<file path="config.mk">
export PLATFORM = sky130hd
export DESIGN_NAME = chip_select_timer
export DESIGN_NICKNAME = d
export VERILOG_FILES = /design/src/rtl/cst_pkg.sv /design/src/rtl/cst_timing.sv /design/src/rtl/cst_seq.sv /design/src/rtl/cst_drive.sv /design/src/rtl/chip_select_timer.sv
export SDC_FILE = /design/constraint.sdc
export NUM_CORES = 1
export LEC_CHECK = 0
export BUFFER_PORTS_ARGS = -buffer_cell sky130_fd_sc_hd__buf_4
export CAP_MARGIN = 20
export CELL_PAD_IN_SITES_DETAIL_PLACEMENT = 2
export CELL_PAD_IN_SITES_GLOBAL_PLACEMENT = 2
export CORE_UTILIZATION = 39
export DETAILED_ROUTE_END_ITERATION = 6
export GPL_ROUTABILITY_DRIVEN = 0
export GPL_TIMING_DRIVEN = 0
export PLACE_DENSITY = 0.88
export SYNTH_ARGS = -nofsm -noshare
export SYNTH_HDL_FRONTEND = slang
export SYNTH_SLANG_ARGS = --single-unit
export TNS_END_PERCENT = 50
</file>
<file path="constraint.sdc">
create_clock -name clk -period 7.8 [get_ports clk]
set_input_delay 0.78 -clock clk [delete_from_list [all_inputs] [get_ports clk]]
set_output_delay 0.78 -clock clk [all_outputs]
set_load 0.005 [all_outputs]
</file>
<file path="src/rtl/cst_pkg.sv">
package cst_pkg;
    parameter int WS_W  = 4;
    parameter int RID_W = 3;
    parameter int BEATS = 4;

    localparam int WS_MAX    = (1 << WS_W) - 1;
    localparam int MAX_TICKS = 4 * (4 + 2 * WS_MAX) + (BEATS - 1) * 4 * (1 + 2 * WS_MAX);
    localparam int POS_W     = $clog2(MAX_TICKS + 16);
    localparam int BEAT_W    = $clog2(BEATS) + 1;

    typedef logic [POS_W-1:0]  pos_t;
    typedef logic [BEAT_W-1:0] beat_t;

    typedef enum logic [1:0] {PH_IDLE, PH_GAP, PH_RUN} phase_e;

    // Tick positions of one access, all fixed at acceptance.
    typedef struct packed {
        pos_t t1;        // length of beat 0
        pos_t blen;      // length of each later beat
        pos_t total;     // whole access
        pos_t cs_on;     // select assert tick
        pos_t st_on;     // read/write strobe assert tick
        pos_t cs_lead;   // ticks of select high before end
        pos_t we_lead;   // ticks of write strobe high before end
        pos_t bi_on;     // burst indicator assert tick
        pos_t stall_at;  // external-termination wait point
        logic wr;
        logic ext;
        logic multi;
    } shape_t;

    function automatic pos_t to_ticks(input pos_t cycles);
        return pos_t'(cycles << 2);
    endfunction
endpackage

</file>
<file path="src/rtl/cst_timing.sv">
module cst_timing
    import cst_pkg::*;
(
    input  logic            wr,
    input  logic            burst,
    input  logic [WS_W-1:0] wait_n,
    input  logic [WS_W-1:0] bwait_n,
    input  logic            relax,
    input  logic [1:0]      dly,
    input  logic            early,
    input  logic            ext,
    input  logic            late,
    output shape_t          shp
);
    logic nz;
    pos_t w, weff, bweff, cyc, t1, blen, total;

    always_comb begin
        nz    = dly[1];
        w     = ext ? '0 : pos_t'(wait_n);
        weff  = relax ? pos_t'(w << 1) : w;
        bweff = relax ? pos_t'(pos_t'(bwait_n) << 1) : pos_t'(bwait_n);

        cyc = pos_t'(2) + weff;
        if (relax && (nz || (wr && early))) cyc = cyc + pos_t'(1);
        if (relax && wr && early && nz)     cyc = cyc + pos_t'(1);
        if (ext && relax && cyc < pos_t'(3)) cyc = pos_t'(3);

        t1    = to_ticks(cyc);
        blen  = to_ticks(pos_t'(1) + bweff);
        total = (burst && !ext) ? t1 + pos_t'(BEATS - 1) * blen : t1;

        shp.t1    = t1;
        shp.blen  = blen;
        shp.total = total;
        shp.multi = burst && !ext;
        shp.wr    = wr;
        shp.ext   = ext;

        case (dly)
            2'b10:   shp.cs_on = pos_t'(1);
            2'b11:   shp.cs_on = pos_t'(2);
            default: shp.cs_on = '0;
        endcase
        if (relax && nz) shp.cs_on = shp.cs_on + pos_t'(4);

        shp.st_on    = (relax && nz) ? pos_t'(7) : pos_t'(3);
        shp.we_lead  = !early ? pos_t'(1) : (relax ? pos_t'(6) : pos_t'(2));
        shp.cs_lead  = (wr && early && nz) ? (relax ? pos_t'(6) : pos_t'(2)) : pos_t'(1);
        shp.bi_on    = late ? to_ticks(weff) : '0;
        shp.stall_at = relax ? total - pos_t'(8) : total - pos_t'(4);
    end
endmodule

</file>
<file path="src/rtl/cst_seq.sv">
module cst_seq
    import cst_pkg::*;
(
    input  logic             clk,
    input  logic             rst,
    input  logic             req_valid,
    input  logic [RID_W-1:0] req_region,
    input  logic             hold_cfg,
    input  logic             ext_ack,
    input  shape_t           shp_in,
    output logic             req_ready,
    output phase_e           n_phase,
    output pos_t             n_pos,
    output pos_t             n_bpos,
    output beat_t            n_beat,
    output shape_t           n_shp
);
    phase_e           ph_q, ph_d;
    pos_t             pos_q, pos_d, bpos_q, bpos_d, cur_len;
    beat_t            beat_q, beat_d;
    logic [1:0]       g_q, g_d;
    shape_t           shp_q, shp_d;
    logic             seen_q, prv_rd_q, prv_hold_q, hold_q;
    logic [RID_W-1:0] prv_reg_q, reg_q;
    logic             accept, hazard, stall, done;

    assign accept = (ph_q == PH_IDLE) && req_valid;
    assign hazard = prv_rd_q && prv_hold_q && (shp_in.wr || (req_region != prv_reg_q));

    always_comb begin
        ph_d    = ph_q;
        pos_d   = pos_q;
        bpos_d  = bpos_q;
        beat_d  = beat_q;
        g_d     = g_q;
        shp_d   = shp_q;
        stall   = 1'b0;
        done    = 1'b0;
        cur_len = (beat_q == '0) ? shp_q.t1 : shp_q.blen;
        case (ph_q)
            PH_IDLE: begin
                if (req_valid) begin
                    shp_d  = shp_in;
                    pos_d  = '0;
                    bpos_d = '0;
                    beat_d = '0;
                    g_d    = '0;
                    ph_d   = hazard ? PH_GAP : PH_RUN;
                end
            end
            PH_GAP: begin
                if (g_q == 2'd3) begin
                    ph_d   = PH_RUN;
                    pos_d  = '0;
                    bpos_d = '0;
                    beat_d = '0;
                end else begin
                    g_d = g_q + 2'd1;
                end
            end
            PH_RUN: begin
                stall = shp_q.ext && (pos_q == shp_q.stall_at) && !(seen_q || ext_ack);
                if (pos_q == shp_q.total - pos_t'(1)) begin
                    done = 1'b1;
                    ph_d = PH_IDLE;
                end else if (!stall) begin
                    pos_d = pos_q + pos_t'(1);
                    if (bpos_q == cur_len - pos_t'(1)) begin
                        bpos_d = '0;
                        beat_d = beat_q + beat_t'(1);
                    end else begin
                        bpos_d = bpos_q + pos_t'(1);
                    end
                end
            end
            default: ph_d = PH_IDLE;
        endcase
    end

    always_ff @(posedge clk) begin
        if (rst) begin
            ph_q       <= PH_IDLE;
            pos_q      <= '0;
            bpos_q     <= '0;
            beat_q     <= '0;
            g_q        <= '0;
            shp_q      <= '0;
            seen_q     <= 1'b0;
            prv_rd_q   <= 1'b0;
            prv_hold_q <= 1'b0;
            prv_reg_q  <= '0;
            reg_q      <= '0;
            hold_q     <= 1'b0;
        end else begin
            ph_q   <= ph_d;
            pos_q  <= pos_d;
            bpos_q <= bpos_d;
            beat_q <= beat_d;
            g_q    <= g_d;
            shp_q  <= shp_d;
            if (accept) begin
                reg_q  <= req_region;
                hold_q <= hold_cfg;
                seen_q <= 1'b0;
            end else if (ph_q == PH_RUN && ext_ack) begin
                seen_q <= 1'b1;
            end
            if (done) begin
                prv_rd_q   <= !shp_q.wr;
                prv_reg_q  <= reg_q;
                prv_hold_q <= hold_q;
            end
        end
    end

    assign req_ready = (ph_q == PH_IDLE);
    assign n_phase   = ph_d;
    assign n_pos     = pos_d;
    assign n_bpos    = bpos_d;
    assign n_beat    = beat_d;
    assign n_shp     = shp_d;
endmodule

</file>
<file path="src/rtl/cst_drive.sv">
module cst_drive
    import cst_pkg::*;
(
    input  logic   clk,
    input  logic   rst,
    input  phase_e n_phase,
    input  pos_t   n_pos,
    input  pos_t   n_bpos,
    input  beat_t  n_beat,
    input  shape_t n_shp,
    output logic   cs_n,
    output logic   we_n,
    output logic   oe_n,
    output logic   ack,
    output logic   burst_n
);
    logic run, cs_on, we_on, oe_on, ack_on, bi_on;
    pos_t blen;

    always_comb begin
        run   = (n_phase == PH_RUN);
        blen  = (n_beat == '0) ? n_shp.t1 : n_shp.blen;
        cs_on = run && (n_pos >= n_shp.cs_on) && (n_pos + n_shp.cs_lead < n_shp.total);
        oe_on = run && !n_shp.wr && (n_pos >= n_shp.st_on) && (n_pos + pos_t'(1) < n_shp.total);
        we_on = run && n_shp.wr && (n_pos >= n_shp.st_on) && (n_pos + n_shp.we_lead < n_shp.total);
        ack_on = run && !n_shp.ext && (n_bpos + pos_t'(4) >= blen);
        bi_on = run && n_shp.multi && (n_pos >= n_shp.bi_on) && (n_beat < beat_t'(BEATS - 1));
    end

    always_ff @(posedge clk) begin
        if (rst) begin
            cs_n    <= 1'b1;
            we_n    <= 1'b1;
            oe_n    <= 1'b1;
            ack     <= 1'b0;
            burst_n <= 1'b1;
        end else begin
            cs_n    <= !cs_on;
            we_n    <= !we_on;
            oe_n    <= !oe_on;
            ack     <= ack_on;
            burst_n <= !bi_on;
        end
    end
endmodule

</file>
<file path="src/rtl/chip_select_timer.sv">
module chip_select_timer
    import cst_pkg::*;
(
    input  logic             clk,
    input  logic             rst,
    input  logic             req_valid,
    output logic             req_ready,
    input  logic             req_write,
    input  logic [RID_W-1:0] req_region,
    input  logic             req_burst,
    input  logic [WS_W-1:0]  cfg_wait,
    input  logic [WS_W-1:0]  cfg_bwait,
    input  logic             cfg_relax,
    input  logic [1:0]       cfg_csdly,
    input  logic             cfg_early,
    input  logic             cfg_ext,
    input  logic             cfg_hold,
    input  logic             cfg_late,
    input  logic             ext_ack,
    output logic             cs_n,
    output logic             we_n,
    output logic             oe_n,
    output logic             ack,
    output logic             burst_n
);
    shape_t shp_new, n_shp;
    phase_e n_phase;
    pos_t   n_pos, n_bpos;
    beat_t  n_beat;

    cst_timing u_timing (
        .wr(req_write), .burst(req_burst), .wait_n(cfg_wait), .bwait_n(cfg_bwait),
        .relax(cfg_relax), .dly(cfg_csdly), .early(cfg_early), .ext(cfg_ext),
        .late(cfg_late), .shp(shp_new)
    );

    cst_seq u_seq (
        .clk(clk), .rst(rst), .req_valid(req_valid), .req_region(req_region),
        .hold_cfg(cfg_hold), .ext_ack(ext_ack), .shp_in(shp_new),
        .req_ready(req_ready), .n_phase(n_phase), .n_pos(n_pos),
        .n_bpos(n_bpos), .n_beat(n_beat), .n_shp(n_shp)
    );

    cst_drive u_drive (
        .clk(clk), .rst(rst), .n_phase(n_phase), .n_pos(n_pos), .n_bpos(n_bpos),
        .n_beat(n_beat), .n_shp(n_shp), .cs_n(cs_n), .we_n(we_n), .oe_n(oe_n),
        .ack(ack), .burst_n(burst_n)
    );
endmodule

</file>
==> impl_results.md, run 1 <==
- Outcome: finished clean
- Hold depth: 1
- Non-Filler Instances: 1585
- GRT overflow: 0
- Setup violators final: 0
- HP Class: flop to flop
- Total power: 2.100 mW
- Die footprint: 0.02610 mm2
- TritonCTS clock tree: built
- Post-route minimum period: 7.534 ns
- Arrival @ worst endpoint: 7.88 ns
- LEAKAGE: 4.727 nW
- Placed Area: 0.01055 mm2
- Hold_buf cts: 0
- Placed cell count: 1552
- Hold Violations, Final: 0
- Drt first pass iters: 5
- Clk sinks: 133
- Initial antenna violation count: 1
- # H-tree levels: 4
- Power per cell area: 188.3 mW/mm2
- Vias in the first global route: 10634
- Final nets: 1375
- Synth area leaders: dfxtp_1 (27%), ha_1 (13%), xnor2_1 (5.1%)
- Via count: 9492
- Clk_skew: 0.01059 ns
- Most used DFF post-synth: dfxtp_1
- Row cnt: 58
- Initial drt markers: 409
- Unrepaired setup endpoints after global routing: no
- Via-to-Cell Ratio: 5.989
- Final period util: 96.59%
- First-pass GRT wire length: 61470 um
- Post-synthesis sequential area ratio: 26.81%
- Setup TNS: 0 ns
- Worst slew pin tran: 1.008 ns
- Clock latency on the worst-skew pair: 0.45 ns
- Worst vdd ir: 0.1165 mV
- Layout Utilization: 44.41%
- CP endpoint kind: flop
- Die Width: 161.6 um
- Ys Warns: 0
- Post-route ant nets: 0
- Syn Area/Cell: 8.323 um2
- Largest net degree at the start of global routing: 17
- Max Slew Vio Count: 0
- Mapped Cells: 1193
- HPWL Detailed: 28280 um
- Reg clk slew, reported paths: 0.07 ns
- CTS buffer count: 17
- Initial Util: 39.55%
- Commonest cells post-synth: dfxtp_1 (133), nand2_1 (116), nor2_1 (115)
- PortBufs: 26
- Layout cell share with drive strength beyond 1: 9.091%
- Die Span Y: 161.6 um
- Critical path required time: 8.14 ns
- DRC errors left: 0
- Fmax: 132.7 MHz
- Slew margin rel.: 32.36%
- Design Area, Final: 0.01115 mm2
- Maximum fanout along the worst path: 10
- Top-count cell post-synth: dfxtp_1
- Post-CTS setup buffer count: 0
- Max Cap Viol: 0
- Ports: 30
- Count of different cell masters after synthesis: 94
- Synth area leader: dfxtp_1
- Clk Tree Root Cell: clkbuf_16
- Total Routing Usage GR: 31.33%
- Synth top area share: 26.81%
- CP Class: input port to flop
- Worst setup SP type: input port
- Yosys reg bits: 133
- Reg2reg path depth: 25
- Core Region: 0.02511 mm2
- WL/cell: 25.07 um
- Synthesized area: 0.009930 mm2
- Longest Clk Path Bufs: 2
- Async set or reset register ratio after synthesis: 0%
- Drt total wl: 39740 um
- Post-synth EDFFs: 0
- Area Overhead vs Synth: 12.31%
-- registers in the layout, indices dropped and copies added, names as in the netlist --
| signal | cells |
|---|---|
| u_seq.seen_q | 1 |
| u_seq.hold_q | 1 |
| u_seq.reg_q | 3 |
| u_seq.shp_q | 91 |
| u_seq.ph_q | 2 |
| u_seq.g_q | 2 |
| u_seq.prv_reg_q | 3 |
| u_seq.beat_q | 3 |
| u_drive.burst_n | 1 |
| u_seq.bpos_q | 10 |
| u_drive.we_n | 1 |
| u_seq.pos_q | 10 |
| u_seq.prv_rd_q | 1 |
| u_drive.oe_n | 1 |
| u_seq.prv_hold_q | 1 |
| u_drive.ack | 1 |
| u_drive.cs_n | 1 |
-- logic make-up after synthesis --
group | share of synthesized area (%)
adder cells (fa/ha/maj) | 14.57
XOR/XNOR | 8.077
flip-flops | 26.81
AND/OR/NAND/NOR | 22.96
other | 0.03777
AO/OA/AOI/OAI | 18.84
buffers and inverters | 3.982
multiplexers | 4.725
-- cells in the final DEF (no fill, tap or decap), drive strengths merged, types with 9 or more instances in the layout --
cell type  instances
dfxtp            133
nand2            117
nor2             116
ha               106
a21oi             78
and2              63
xnor2             58
clkbuf            57
inv               54
a21o              43
buf               40
o21ai             37
xor2              31
mux2i             31
nor2b             27
nand3             21
nor3              21
nand2b            19
and3              14
nor4              14
nand4             11
o211ai            11
o21a              10
a211oi             9
-- critical path: stages --
cell and delay [ns]:
buf_2 0.18, clkbuf_1 0.50, clkbuf_2 0.39, buf_2 0.37, a31oi_1 0.20, ha_1 0.26
and3_1 0.20, nor2_1 0.42, nand3_1 0.18, o31ai_1 0.52, ha_1 0.29, inv_1 0.06
fa_1 0.43, inv_1 0.10, o21ai_0 0.09, o311a_1 0.16, nor2_1 0.13, xnor2_1 0.15
a21oi_1 0.18, mux2i_2 0.55, ha_1 0.36, a21oi_1 0.15, o21ai_0 0.14, maj3_1 0.38
maj3_1 0.40, a211o_1 0.30
-- power breakdown --
part	switching (mW)	internal, mW	total, mW
sequential	0.0240	0.702	0.726
clock	0.380	0.452	0.832
combinational	0.342	0.200	0.542
total	0.745	1.35	2.10
-- layout make-up --
class                   count  area [um2]
flip-flops and latches    133        2663
repair buffers             27       202.7
multi-input cells         964        6890
well taps                 330       412.9
inverters                  45       168.9
fillers                  2856       13960
clock inverters            15       157.7
plain buffers              53       229.0
clock buffers              17       425.4
diodes                      1       2.502
-- per-stage QoR --
| stage | hold WS [ns] | worst slack [ns] |
|---|---|---|
| after floorplan | 0.4209 | 1.490 |
| after global placement | 0.4328 | -0.3163 |
| after detailed placement | 0.4351 | -0.6443 |
| after CTS | 0.4569 | 0.09218 |
| after global routing | 0.4747 | 0.01027 |
| final | 0.4527 | 0.2662 |
-- per-layer routing --
layer / up-vias / GRT usage [%] / wire (um)
li1: 4303 / - / -
met1: 4820 / 35.37 / 16370
met2: 245 / 55.04 / 19710
met3: 124 / 5.907 / 1488
met4: 0 / 18.05 / 2170
met5: - / 0 / 0
-- final timing paths --
path / start / endpoint / slack [ns]
worst max-delay path: cfg_relax / u_drive.cs_n / 0.27
worst min-delay path: u_seq.shp_q[36] / u_seq.shp_q[36] / 0.45
worst max register to register: u_seq.shp_q[63] / u_drive.cs_n / 0.75
worst min register to register: u_seq.shp_q[36] / u_seq.shp_q[36] / 0.45
-- what timing repair did --
item	4_1_cts	5_1_grt
setup endpoints to repair	3	3
endpoints found under the hold margin	0	0
gates cloned	0	0
gates resized for setup	2	4
(Power assumes the default switching activity.)
==> inputs of run 2 (changes only) <==
ABC_AREA = 1   (was not set)
CORE_UTILIZATION = 36   (was 39)
==> impl_results.md, run 2 <==
- Outcome: finished clean
- Syn Area/Cell: 6.548 um2 (-21%)
- Clk Tree Root Cell: clkbuf_16
- Cts repair resizes: 0 (-2)
- Via count: 11531 (+21%)
- Drt total wl: 46380 um (+17%)
- CP endpoint kind: flop
- Arrival @ worst endpoint: 6.40 ns (-1.48 ns)
- Hold_buf cts: 0 (unchanged)
- Yosys reg bits: 133 (unchanged)
- Initial Util: 36.68% (-2.9 points)
- Worst slew pin tran: 0.9203 ns (-0.08754 ns)
- Commonest cells post-synth: nand2_1 (415), inv_1 (241), nor2_1 (196)
- Most used cell, CP: nand2_1
- GRT overflow: 0 (unchanged)
- P_sw: 811.2 uW (+8.8%)
- Core Region: 0.02972 mm2 (+18%)
- Sw frac: 37.80% (+2.3 points)
- CP peak stage delay: 0.63 ns (+0.08 ns)
- Post-synth EDFFs: 0 (unchanged)
- Top flop regs: u_seq.shp_q (91), u_seq.bpos_q (10), u_seq.pos_q (10)
- Async set or reset register ratio after synthesis: 0% (unchanged)
- Clk sinks: 133 (unchanged)
- Fillers: 3650 (+28%)
- Slew margin rel.: 38.47% (+6.1 points)
- PortBufs: 29 (+12%)
- Reg2Reg Setup Slack: 1.76 ns (+1.01 ns)
- Post-CTS setup buffer count: 0 (unchanged)
- Die Width: 176.0 um (+9.0%)
- Vias in the first global route: 13053 (+23%)
- Initial antenna violation count: 0 (-1)
- Via-to-Cell Ratio: 5.439 (-9.2%)
- Sequential Area: 0.002663 mm2 (unchanged)
- Design Area, Final: 0.01221 mm2 (+9.4%)
- Initial drt markers: 423 (+3.4%)
- Drt first pass iters: 5 (unchanged)
- Final period util: 77.76% (-19 points)
- Post-route ant nets: 0 (unchanged)
- Die footprint: 0.03098 mm2 (+19%)
- WP buf/inv: 6 (unchanged)
- WL/cell: 21.88 um (-13%)
- Die Span Y: 176.0 um (+9.0%)
- Most used DFF post-synth: dfxtp_1
- Fmax: 164.9 MHz (+24%)
- Area of the multi-input gates: 0.007023 mm2 (+1.9%)
- Maximum fanout along the worst path: 10 (unchanged)
- Critical path required time: 8.13 ns (about the same)
- HP Class: flop to flop
- Synth area leader: dfxtp_1
- Worst setup SP type: input port
- Reg clk slew, reported paths: 0.06 ns (about the same)
- LEAKAGE: 6.104 nW (+29%)
- Commonest non-fill, non-tap cell in the layout: nand2_1
- Area Overhead vs Synth: 11.96%
- Internal power: 1.335 mW (-1.4%)
- Hold Violations, Final: 0 (unchanged)
- Unrepaired setup endpoints after global routing: no
- Final nets: 1851 (+35%)
- Setup TNS: 0 ns (unchanged)
- Clk pwr share: 39.1% (-0.5 points)
- CTS buffer count: 17 (unchanged)
- Setup violators final: 0 (unchanged)
- Flop pwr share: 33.7% (-0.9 points)
- Max Cap Viol: 0 (unchanged)
- HPWL Detailed: 34750 um (+23%)
- First-pass GRT wire length: 73390 um (+19%)
- Largest register FFs: 91 (unchanged)
- Synthesized area: 0.01090 mm2 (+9.8%)
- Top-count cell post-synth: nand2_1
- Post-route minimum period: 6.065 ns (-1.469 ns)
- Layout cell share with drive strength beyond 1: 9.191% (+0.10 points)
- Worst vdd ir: 0.1683 mV (+44%)
- Clk_skew: 0.01773 ns (+0.007137 ns)
- DRC errors left: 0 (unchanged)
- Ant. Diodes: 0 (-1)
- Register name with the most flops: u_seq.shp_q
- Total Routing Usage GR: 31.15% (-0.18 points)
- Ports: 30 (unchanged)
- Slowest CP cell: o21ai_0
- CP Class: input port to flop
- Count of different cell masters after synthesis: 65 (-31%)
- Placed Area: 0.01163 mm2 (+10%)
- Power per cell area: 175.8 mW/mm2 (-6.6%)
- Post-synthesis sequential area ratio: 24.42% (-2.4 points)
- # H-tree levels: 4 (unchanged)
- Synth area leaders: dfxtp_1 (24%), nand2_1 (14%), ha_1 (12%)
- Clock latency on the worst-skew pair: 0.47 ns (+0.02 ns)
- Ys Warns: 0 (unchanged)
- Gate power share: 27.2% (+1.4 points)
- TritonCTS clock tree: built
- Largest net degree at the start of global routing: 17 (unchanged)
- Crit path max-delay family: compound AO/OA/AOI/OAI gates
- Row cnt: 63 (+8.6%)
- Most frequent cells in the layout: nand2_1 (415), inv_1 (241), nor2_1 (196)
- Synth top area share: 24.42% (-2.4 points)
- Mapped Cells: 1665 (+40%)
- Longest Clk Path Bufs: 2 (unchanged)
- Max Slew Vio Count: 0 (unchanged)
==> run 2: worst paths after layout <==
check / cells after the start / to / startpoint
setup reg to reg: 25 / u_drive.cs_n / u_seq.ph_q[1]
hold reg to reg: 2 / u_seq.shp_q[30] / u_seq.shp_q[30]
hold / removal: 2 / u_seq.shp_q[30] / u_seq.shp_q[30]
setup / recovery: 25 / u_drive.we_n / cfg_relax
==> run 2: worst register-to-register path, cell delays in order, from the launching register on <==
cell,delay (ns)
dfxtp_1,0.42
nor2_1,0.27
nand2_1,0.46
inv_1,0.33
clkbuf_1,0.51
buf_4,0.32
clkbuf_1,0.67
nand2_1,0.18
nand2_1,0.14
ha_1,0.30
a21oi_1,0.20
nand2_1,0.11
a21oi_1,0.15
o21ai_0,0.13
inv_1,0.08
nor2_1,0.05
nor2_1,0.08
o21bai_1,0.11
a21o_1,0.19
a21oi_1,0.23
xor2_1,0.24
xor2_1,0.17
inv_1,0.06
ha_1,0.17
nor3_1,0.20
nand2_1,0.13
==> run 2: power by group through the flow <==
stage | combinational, mW | sequential, mW | clock, mW
after floorplan | 0.380 | 0.730 | 0
after global placement | 0.522 | 0.737 | 0
after detailed placement | 0.561 | 0.738 | 0
after CTS | 0.581 | 0.723 | 0.849
after global routing | 0.645 | 0.726 | 0.868
final | 0.583 | 0.724 | 0.839
==> run 2: layout make-up <==
type / instances / share of cell area (%)
repair buffers: 31 / 1.937
well taps: 390 / 3.998
plain buffers: 47 / 2.214
multi-input cells: 1233 / 57.54
clock buffers: 18 / 3.516
flip-flops and latches: 133 / 21.81
inverters: 254 / 7.811
clock inverters: 14 / 1.169
==> run 2: cell families after synthesis <==
logic type | share of synthesized area [%]
AO/OA/AOI/OAI | 12.06
flip-flops | 24.42
buffers and inverters | 11.22
other | 0.03440
multiplexers | 0.09182
adder cells (fa/ha/maj) | 12.90
AND/OR/NAND/NOR | 34.13
XOR/XNOR | 5.130
==> run 2: stage by stage <==
step                std cells  setup slack, ns  utilization (%)  total power [mW]  hold WS (ns)
finish                   2120            1.735            41.07             2.146        0.4400
global route             2120            1.344            41.07             2.239        0.4592
CTS                      2120            1.726            41.07             2.153        0.4411
detailed placement       2088            1.514            39.15             1.300        0.4314
global placement         2086            1.654            39.08             1.258        0.4235
floorplan                1667            3.120                -             1.110        0.3993
==> run 2: per-layer routing <==
layer  up-vias  track usage [%]  part of all wire (%)
met3       114            5.168                   3.5
met1      5751            34.78                    42
li1       5440                -                     -
met2       226            57.19                    51
met5         -                0                     0
met4         0            14.49                   4.2
==> inputs of run 3 (changes only) <==
clock period = 5.87 ns   (was 7.8 ns; I/O delays follow)
==> impl_results.md, run 3 (synthesized netlist as in run 2, its figures left out) <==
- Post-CTS setup buffer count: 0 (unchanged)
- PortBufs: 29 (unchanged)
- Reg clk slew, reported paths: 0.07 ns (about the same)
- First-pass GRT wire length: 73170 um (-0.29%)
- Clock latency on the worst-skew pair: 0.47 ns (about the same)
- GRT busiest layer: met2
- Most frequent cells in the layout: nand2_1 (415), inv_1 (240), nor2_1 (196)
- R2R Path Start: u_seq.beat_q[1]
- DRC errors left: 0 (unchanged)
- Maximum fanout along the worst path: 10 (unchanged)
- Design Area, Final: 0.01226 mm2 (+0.48%)
- CP Class: flop to flop
- WHS: 0.3523 ns (-0.08771 ns)
- Ports: 30 (unchanged)
- Commonest non-fill, non-tap cell in the layout: nand2_1
- Core Region: 0.02972 mm2 (unchanged)
- Vias in the first global route: 13030 (-0.18%)
- HPWL Detailed: 34750 um (unchanged)
- Die Span Y: 176.0 um (unchanged)
- Setup crit start: u_seq.beat_q[1]
- Area Overhead vs Synth: 12.50%
- Critical path required time: 6.17 ns (-1.96 ns)
- GRT overflow: 0 (unchanged)
- Arrival @ worst endpoint: 5.91 ns (-0.49 ns)
- Reg2Reg Setup Slack: 0.26 ns (-1.50 ns)
- Ant. Diodes: 0 (unchanged)
- Max Slew Vio Count: 0 (unchanged)
- Slew margin rel.: 38.16% (-0.32 points)
- WP buf/inv: 6 (unchanged)
- Die Width: 176.0 um (unchanged)
- Worst Hold Endpoint: u_seq.hold_q
- Via count: 11515 (-0.14%)
- Post-route minimum period: 5.612 ns
- # H-tree levels: 4 (unchanged)
- Met1 Resource Use GR: 34.65% (-0.13 points)
- RR Endpoint: u_drive.ack
- HP Class: input port to flop
- Hold Startpoint: cfg_hold
- Met2 usage: 57.19% (unchanged)
- Row cnt: 63 (unchanged)
- Grt met3 use: 5.060% (-0.11 points)
- Hold depth: 3 (+1)
- Final nets: 1849 (-0.11%)
- Power per cell area: 232.7 mW/mm2 (+32%)
- Setup violators final: 0 (unchanged)
- Final period util: 95.61%
- Max Cap Viol: 0 (unchanged)
- CTS buffer count: 17 (unchanged)
- CP endpoint kind: flop
- Via-to-Cell Ratio: 5.437 (about the same)
- WL/cell: 21.98 um (+0.49%)
- Reg2reg path depth: 37 (+48%)
- Placed Area: 0.01163 mm2 (unchanged)
- Largest register FFs: 91 (unchanged)
- Largest net degree at the start of global routing: 20 (+3)
- Slowest CP cell: dfxtp_1
- Worst setup SP type: flop
- LEAKAGE: 6.115 nW (+0.18%)
- Register name with the most flops: u_seq.shp_q
- Drt first pass iters: 5 (unchanged)
- Most used cell, CP: nand2_1
- Clk Tree Root Cell: clkbuf_16
- Hold Violations, Final: 0 (unchanged)
- Worst slew pin tran: 0.9276 ns (+0.007312 ns)
- Fmax: 178.2 MHz
- Worst vdd ir: 0.2242 mV (+33%)
- Layout cell share with drive strength beyond 1: 9.664% (+0.47 points)
- Initial drt markers: 505 (+19%)
- Longest Clk Path Bufs: 2 (unchanged)
- Initial antenna violation count: 0 (unchanged)
- CP peak stage delay: 0.37 ns (-0.26 ns)
- Top flop regs: u_seq.shp_q (91), u_seq.bpos_q (10), u_seq.pos_q (10)
- Initial Util: 36.68% (unchanged)
- Drt total wl: 46560 um (+0.40%)
- Die footprint: 0.03098 mm2 (unchanged)
- Total Routing Usage GR: 31.06% (-0.088 points)
- Clk_skew: 0.01836 ns (+0.0006275 ns)
- Clk sinks: 133 (unchanged)
- TritonCTS clock tree: built
- Post-route ant nets: 0 (unchanged)
- Outcome: finished clean
- Crit path max-delay family: simple AND/OR/NAND/NOR gates
## run 3: cell types whose count changed in the layout (fill, tap and decap cells not counted), moves of 2 or more
cell / before / now
o21ai_1: 8 / 11
nand3_1: 122 / 120
clkbuf_1: 26 / 24
o21ai_0: 66 / 62
## run 3: worst max path at each step
stage                     slack (ns)  cells past startpoint           end
after floorplan                 1.38                     25  u_drive.we_n
after global placement         -0.08                     26  u_drive.we_n
after detailed placement       -0.22                     25  u_drive.cs_n
after CTS                       0.04                     23  u_drive.we_n
after global routing           -0.05                     37   u_drive.ack
final                           0.26                     37   u_drive.ack
## run 3: what timing repair did
item	CTS	global route
hold buffers	0	0
setup endpoints to repair	2	4
resized for setup	2	14
pin swaps	0	2
## run 3: stage by stage
stage | total power [mW] | utilization (%) | setup WS, ns | std cells | TNS, ns
detailed placement | 1.727 | 39.15 | -0.2235 | 2088 | -0.5487
global placement | 1.672 | 39.08 | -0.08278 | 2086 | -0.1403
floorplan | 1.475 | - | 1.383 | 1667 | 0
global route | 2.975 | 41.27 | -0.04565 | 2118 | -0.04565
CTS | 2.860 | 41.08 | 0.04035 | 2119 | 0
finish | 2.854 | 41.27 | 0.2580 | 2118 | 0
## run 3: final cells by class
type	instances	area (um2)
Tap cell	390	488.0
Multi-Input combinational cell	1233	7083
Clock buffer	18	429.2
Fill cell	3636	17450
Sequential cell	133	2664
Timing Repair Buffer	31	236.5
Inverter	254	957.2
Clock inverter	14	142.6
Buffer	45	264.0
## run 3: worst reg2reg max path: cells and delay by family, from the launching register on
family                   cells  cell delay, ns
adder cells (fa/ha/maj)      3            0.78
buffers and inverters        6            0.72
AND/OR/NAND/NOR             17            1.94
AO/OA/AOI/OAI               10            1.49
flip-flops                   1            0.37
XOR/XNOR                     1            0.15
## run 3: per-layer routing
| metal | up-vias | share of wire (%) |
|---|---|---|
| li1 | 5436 | - |
| met1 | 5737 | 41 |
| met2 | 245 | 51 |
| met3 | 97 | 4.0 |
| met4 | 0 | 3.7 |
| met5 | - | 0 |
## run 3: where the power goes
group / internal (mW) / leakage, nW / switching, mW
registers: 0.933 / 1.08 / 0.0290
logic: 0.247 / 4.76 / 0.530
clock network: 0.595 / 0.270 / 0.520
